## src/rtl/fpin_pkg.sv

```systemverilog
package fpin_pkg;

    localparam int MANT_W  = 16;
    localparam int EXP_W   = 3;
    localparam int MAX_SH  = (1 << EXP_W) - 1;
    localparam int FIX_W   = MANT_W + MAX_SH;

    typedef enum logic [1:0] {
        MODE_REAL = 2'b00,
        MODE_CPLX = 2'b01,
        MODE_DIV  = 2'b10,
        MODE_RSVD = 2'b11
    } in_mode_e;

    typedef logic signed [FIX_W-1:0] fix_t;

    typedef struct packed {
        logic ab;
        fix_t val;
    } samp_t;

    function automatic in_mode_e eff_mode(input logic [1:0] m);
        in_mode_e r;
        r = in_mode_e'(m);
        if (r == MODE_RSVD) r = MODE_REAL;
        return r;
    endfunction

    function automatic fix_t to_fixed(input logic [MANT_W-1:0] m,
                                      input logic [EXP_W-1:0] e);
        fix_t s;
        s = {{(FIX_W-MANT_W){m[MANT_W-1]}}, m};
        return s <<< e;
    endfunction

endpackage

```

## src/rtl/fp_shift.sv

```systemverilog
module fp_shift
    import fpin_pkg::*;
(
    input  logic              vld_i,
    input  logic [MANT_W-1:0] mant_i,
    input  logic [EXP_W-1:0]  exp_i,
    input  logic              ab_i,
    output logic              vld_o,
    output samp_t             samp_o
);

    always_comb begin
        vld_o      = vld_i;
        samp_o.ab  = ab_i;
        samp_o.val = to_fixed(mant_i, exp_i);
    end

endmodule

```

## src/rtl/pair_steer.sv

```systemverilog
module pair_steer
    import fpin_pkg::*;
(
    input  logic        clk,
    input  logic        rst,
    input  logic [1:0]  mode_i,
    input  logic        vld_i,
    input  samp_t       samp_i,
    output logic        real_v_o,
    output fix_t        real_d_o,
    output logic        cplx_v_o,
    output fix_t        cplx_i_o,
    output fix_t        cplx_q_o,
    output logic        div_a_v_o,
    output fix_t        div_a_o,
    output logic        div_b_v_o,
    output fix_t        div_b_o,
    output logic        mis_o
);

    in_mode_e cur_mode;
    in_mode_e mode_q;
    logic     mode_chg;
    logic     pend;
    logic     pend_eff;
    fix_t     pend_val;

    always_comb begin
        cur_mode = eff_mode(mode_i);
        mode_chg = (cur_mode != mode_q);
        pend_eff = pend && !mode_chg;
    end

    always_ff @(posedge clk) begin
        if (rst) begin
            mode_q    <= MODE_REAL;
            pend      <= 1'b0;
            pend_val  <= '0;
            real_v_o  <= 1'b0;
            real_d_o  <= '0;
            cplx_v_o  <= 1'b0;
            cplx_i_o  <= '0;
            cplx_q_o  <= '0;
            div_a_v_o <= 1'b0;
            div_b_v_o <= 1'b0;
            div_a_o   <= '0;
            div_b_o   <= '0;
            mis_o     <= 1'b0;
        end else begin
            mode_q    <= cur_mode;
            real_v_o  <= 1'b0;
            cplx_v_o  <= 1'b0;
            div_a_v_o <= 1'b0;
            div_b_v_o <= 1'b0;
            if (mode_chg) pend <= 1'b0;
            if (vld_i) begin
                case (cur_mode)
                    MODE_CPLX, MODE_DIV: begin
                        if (samp_i.ab) begin
                            if (pend_eff) mis_o <= 1'b1;
                            pend     <= 1'b1;
                            pend_val <= samp_i.val;
                        end else if (pend_eff) begin
                            pend <= 1'b0;
                            if (cur_mode == MODE_CPLX) begin
                                cplx_v_o <= 1'b1;
                                cplx_i_o <= pend_val;
                                cplx_q_o <= samp_i.val;
                            end else begin
                                div_a_v_o <= 1'b1;
                                div_b_v_o <= 1'b1;
                                div_a_o   <= pend_val;
                                div_b_o   <= samp_i.val;
                            end
                        end else begin
                            mis_o <= 1'b1;
                        end
                    end
                    default: begin
                        real_v_o <= 1'b1;
                        real_d_o <= samp_i.val;
                    end
                endcase
            end
        end
    end

    // groups never strobe together
    a_r4_one_group: assert property (@(posedge clk) disable iff (rst)
        $onehot0({real_v_o, cplx_v_o, div_a_v_o}));

    // a real strobe needs a presented sample one cycle earlier
    a_r3_real_from_sample: assert property (@(posedge clk) disable iff (rst)
        real_v_o |-> $past(vld_i));

    // a complex pair closes on a select-low sample
    a_r5_cplx_closes_low: assert property (@(posedge clk) disable iff (rst)
        cplx_v_o |-> $past(vld_i && !samp_i.ab));

    // diversity strobes pulse together and close on select-low
    a_r6_div_pair: assert property (@(posedge clk) disable iff (rst)
        div_a_v_o |-> (div_b_v_o && $past(vld_i && !samp_i.ab)));

    // misalignment flag is sticky
    a_r7_flag_sticky: assert property (@(posedge clk) disable iff (rst)
        mis_o |=> mis_o);

endmodule

```

## src/rtl/fpin_front.sv

```systemverilog
module fpin_front
    import fpin_pkg::*;
(
    input  logic              clk,
    input  logic              rst,
    input  logic [1:0]        mode_sel,
    input  logic              smp_valid,
    input  logic [MANT_W-1:0] smp_mant,
    input  logic [EXP_W-1:0]  smp_exp,
    input  logic              smp_ab,
    output logic              real_valid,
    output logic [FIX_W-1:0]  real_data,
    output logic              cplx_valid,
    output logic [FIX_W-1:0]  cplx_i,
    output logic [FIX_W-1:0]  cplx_q,
    output logic              div_a_valid,
    output logic [FIX_W-1:0]  div_a_data,
    output logic              div_b_valid,
    output logic [FIX_W-1:0]  div_b_data,
    output logic              misalign
);

    logic  cv_vld;
    samp_t cv_samp;
    fix_t  r_d, c_i, c_q, d_a, d_b;

    fp_shift u_shift (
        .vld_i  (smp_valid),
        .mant_i (smp_mant),
        .exp_i  (smp_exp),
        .ab_i   (smp_ab),
        .vld_o  (cv_vld),
        .samp_o (cv_samp)
    );

    pair_steer u_steer (
        .clk       (clk),
        .rst       (rst),
        .mode_i    (mode_sel),
        .vld_i     (cv_vld),
        .samp_i    (cv_samp),
        .real_v_o  (real_valid),
        .real_d_o  (r_d),
        .cplx_v_o  (cplx_valid),
        .cplx_i_o  (c_i),
        .cplx_q_o  (c_q),
        .div_a_v_o (div_a_valid),
        .div_a_o   (d_a),
        .div_b_v_o (div_b_valid),
        .div_b_o   (d_b),
        .mis_o     (misalign)
    );

    assign real_data  = r_d;
    assign cplx_i     = c_i;
    assign cplx_q     = c_q;
    assign div_a_data = d_a;
    assign div_b_data = d_b;

endmodule

```

## config.mk

```make
export PLATFORM = sky130hd
export DESIGN_NAME = fpin_front
export DESIGN_NICKNAME = d
export VERILOG_FILES = /design/src/rtl/fpin_pkg.sv /design/src/rtl/fp_shift.sv /design/src/rtl/pair_steer.sv /design/src/rtl/fpin_front.sv
export SDC_FILE = /design/constraint.sdc
export NUM_CORES = 1
export LEC_CHECK = 0
export ABC_AREA = 0
export BUFFER_PORTS_ARGS = -buffer_cell sky130_fd_sc_hd__buf_2
export CAP_MARGIN = 40
export CORE_MARGIN = 2
export CORE_UTILIZATION = 53
export CTS_CLUSTER_DIAMETER = 40
export DETAILED_ROUTE_END_ITERATION = 16
export PLACE_DENSITY = 0.91
export SETUP_SLACK_MARGIN = 0.2
export SYNTH_ARGS = -nofsm -noshare
export SYNTH_HDL_FRONTEND = slang
export SYNTH_SLANG_ARGS = --single-unit
```

## constraint.sdc

```tcl
create_clock -name clk -period 2.29 [get_ports clk]
set_input_delay 0.3435 -clock clk [delete_from_list [all_inputs] [get_ports clk]]
set_output_delay 0.3435 -clock clk [all_outputs]
set_load 0.05 [all_outputs]
```

==> run summary <==
The flow ran to the end, and the final reports show no timing, DRC or antenna violations. The die outline area is between 10,000 and 15,000 sq um. The headroom to the max-slew limit came out at 0.475. The count of placed standard cells including taps is around 900. The max-capacitance violation count is 0. The analysis attributes to cell leakage a power of between 3 and 4 nW. The area added between synthesis and finish came out at 25.3%. The number of top-level design ports is ~150. The total negative slack for setup checks is 0 ps. The initial standard-cell utilization of the core came out at 0.550. The final-report setup violation count came out at 0.

The final cell count without fillers is 956. The number of buffers added on ports is roughly 140. The HPWL after detailed placement is 10.4 mm.

The sum of overflow across all layers after global routing came out at 0. The final design utilization is 0.689. The clock edge transition at the registers on the reported setup and hold paths came out at 60 ps.

By area the synthesized netlist is led by sky130_fd_sc_hd__dfxtp_1 (51%), sky130_fd_sc_hd__nand2_1 (9.3%), sky130_fd_sc_hd__nor2_1 (7.4%). The wire length after detailed routing came out at between 15 and 20 mm. The maximum fanout along the worst path came out at 20.

Yosys mapped a number of flops with a built-in enable equal to 0. The clock tree synthesis step divided the H-tree into 4 levels. The most common cell in the synthesized netlist is sky130_fd_sc_hd__dfxtp_1. The count of filler cells inserted in the layout is 823. Dividing the synthesized area by the synthesized cell count gives ~8.4 sq um.

The first routing iteration left 520 violations. The worst endpoint data arrival time came out at around 2100 ps. The cell count after synthesis came out at 680. The minimum hold slack is 204 ps. The x dimension of the die came out at approximately 110 microns. The overall fraction of global-route tracks in use came out at 0.273. The synthesized flop and latch total came out at 145. The data required time of the critical path is roughly 2700 ps.

The CTS buffer count came out at 17. The number of distinct library cells after synthesis is 38. The number of antenna-violating nets in the routed design is 0. For this run, the leading register cell type out of synthesis is sky130_fd_sc_hd__dfxtp_1. The global placer's final weighted congestion came out at 0.891.

The setup slack at placement is approximately 240 ps. The count of buffers added by post-CTS timing repair for setup is 0. The number of antenna violations at the first check in global routing is 0. Power comes to just over 6 mW. In this run the worst hold path is classified as input port to flop. For this run, design rule violations remaining after detail routing come to 0. The layout net count came out at about 840. The sink count of the clock tree came out at 145.

For this block, the via count after detailed routing is roughly 5.3k. The signal on the critical path passes through dlygate4sd3_1 > buf_4 > inv_1 > buf_4 > o21ai_0 > a21oi_1. The achievable frequency is 598 MHz.

The hold violation total from the final report came out at 0. The average wire length per cell after detail routing is around 16 microns. The final critical-path share of the clock period came out at 0.730. The net count after synthesis came out at a little over 700.

The flop-to-flop setup slack came out at around 640 ps. Counting instances in the post-synthesis netlist gives the leading cell types as sky130_fd_sc_hd__dfxtp_1 (145), sky130_fd_sc_hd__nand2_1 (142), sky130_fd_sc_hd__nor2_1 (112), sky130_fd_sc_hd__a21oi_1 (82), sky130_fd_sc_hd__o21ai_0 (42). The largest net degree at the start of global routing came out at 59. The time the final worst path needs with I/O delays and setup is 1670 ps. The first global-routing pass estimated between 20 and 25 mm of wire. The fraction of final layout cells with drive strength greater than 1 came out at 0.274.

At the later pin of the worst-skew pair, clock insertion delay measures around 510 ps. After detailed placement, the total cell area comes to 6520 sq um. The deepest clock path buffer count came out at 2. Of the synthesized area, sequential elements account for 0.509. The overall die height came out at approximately 110 microns. After layout, the worst setup slack is roughly 620 ps. On the final layout, the worst clock skew is between 7 and 8 ps.

The largest total area in the synthesized netlist belongs to sky130_fd_sc_hd__dfxtp_1. Setup repair after global routing left no endpoint under its margin. The detail-routed via count per cell is 5.58. The total area inside the core boundary comes to about 10,000 sq um. The number of warnings issued by yosys came out at 0. The total number of placement rows came out at 37. The first-pass detailed-route iteration total came out at 6. The setup path with the least slack is of type input port to flop. The total inserted antenna cells is 0. The number of global-route vias before repair came out at slightly below 5k. The area fraction of the dominant cell type after synthesis came out at 0.509. The transition time at the pin with the least slew margin is about 780 ps. The fraction of registers with async set or reset after synthesis came out at 0. The worst setup path is launched from an input port. The post-synthesis instance area is around 5700 sq um. Power spread over the standard cell area amounts to about 850 nW/um^2. The largest single stage delay on the critical path is about 560 ps. The number of max-slew violations in the final report came out at 0. STA classifies the critical path endpoint as a flop. Counting stages on the worst path, the most repeated cell is sky130_fd_sc_hd__buf_4.

Across the VDD grid, the largest voltage drop is ~0.57 mV. The finished cells cover between 7000 and 8000 sq um. For this design, the slowest cell found on the critical path is sky130_fd_sc_hd__dlygate4sd3_1.

TritonCTS built the clock tree. The tree is rooted in a sky130_fd_sc_hd__clkbuf_8.
## critical path, delay by kind of cell
| kind | cells | cell delay [ps] |
|---|---|---|
| buffers and inverters | 4 | 1470 |
| AOI/OAI and AO/OA | 2 | 290 |
## power breakdown
part	switching [mW]	leakage [nW]	internal, mW	total [mW]
sequential	0.0392	1.17	2.58	2.62
combinational	0.407	1.64	0.182	0.589
clock	1.10	0.298	1.74	2.84
## flip-flops by register name, indices dropped and copies added, names as in the netlist
register,cells
u_steer.cplx_i_o,23
u_steer.cplx_q_o,23
u_steer.cplx_v_o,1
u_steer.div_a_o,23
u_steer.div_a_v_o,1
u_steer.div_b_o,23
u_steer.mis_o,1
u_steer.mode_q,2
u_steer.pend,1
u_steer.pend_val,23
u_steer.real_d_o,23
u_steer.real_v_o,1
## worst paths after layout
kind,from,endpoint,cells past startpoint
worst min-delay path,smp_mant[15],u_steer.real_d_o[22],3
worst min register to register,u_steer.cplx_i_o[15],u_steer.cplx_i_o[15],2
worst max-delay path,rst,u_steer.pend_val[5],6
worst max register to register,u_steer.mode_q[0],u_steer.cplx_q_o[5],5
## per-layer routing
layer / global-route usage / routed length, microns
met1: 0.368 / 6680
met2: 0.426 / 7480
met3: 0.0623 / 1210
met4: 0.109 / 396
met5: 0 / 0
## area by class of cell
type,instances,area [sq um],area share
clock buffers,19,442,0.0618
clock inverters,13,174,0.0243
repair buffers,165,921,0.129
multi-input cells,474,2520,0.353
flip-flops and latches,145,2900,0.406
inverters,4,15.0,0.00210
well taps,136,170,0.0238
## cell families after synthesis
family          Yosys count  synth area share
mux                      27            0.0800
fa+ha+maj                 3           0.00658
buf+inv                  61            0.0502
xor+xnor                  2           0.00307
flops                   145             0.509
compound gates          147             0.140
simple gates            295             0.212
## placed cells by master, fill, tap and decap left out, types with 2 or more instances in the layout
cell type                    count
sky130_fd_sc_hd__dfxtp_1       145
sky130_fd_sc_hd__buf_2         143
sky130_fd_sc_hd__nand2_1       142
sky130_fd_sc_hd__nor2_1        112
sky130_fd_sc_hd__a21oi_1        82
sky130_fd_sc_hd__o21ai_0        42
sky130_fd_sc_hd__buf_4          18
sky130_fd_sc_hd__clkbuf_16      16
sky130_fd_sc_hd__nor3_1         14
sky130_fd_sc_hd__mux4_2         13
sky130_fd_sc_hd__a211oi_1       11
sky130_fd_sc_hd__mux2_2          7
sky130_fd_sc_hd__nand3_1         6
sky130_fd_sc_hd__o31ai_1         5
sky130_fd_sc_hd__inv_1           4
sky130_fd_sc_hd__mux2i_1         4
sky130_fd_sc_hd__and2_1          4
sky130_fd_sc_hd__inv_6           4
sky130_fd_sc_hd__a21bo_2         3
sky130_fd_sc_hd__mux2_4          3
sky130_fd_sc_hd__nor2b_1         3
sky130_fd_sc_hd__ha_1            3
sky130_fd_sc_hd__clkbuf_8        3
sky130_fd_sc_hd__bufinv_16       3
sky130_fd_sc_hd__buf_12          3
sky130_fd_sc_hd__xnor2_1         2
sky130_fd_sc_hd__and4b_1         2
sky130_fd_sc_hd__nand2b_1        2
sky130_fd_sc_hd__and3_1          2
sky130_fd_sc_hd__clkinv_4        2
sky130_fd_sc_hd__clkinvlp_4      2
## repair_timing
item / CTS / global route
hold buffers: 1 / 0
endpoints found under the hold margin: 1 / 0
resized for setup: 0 / 0
Note: power is estimated with default switching activity, not from simulation.
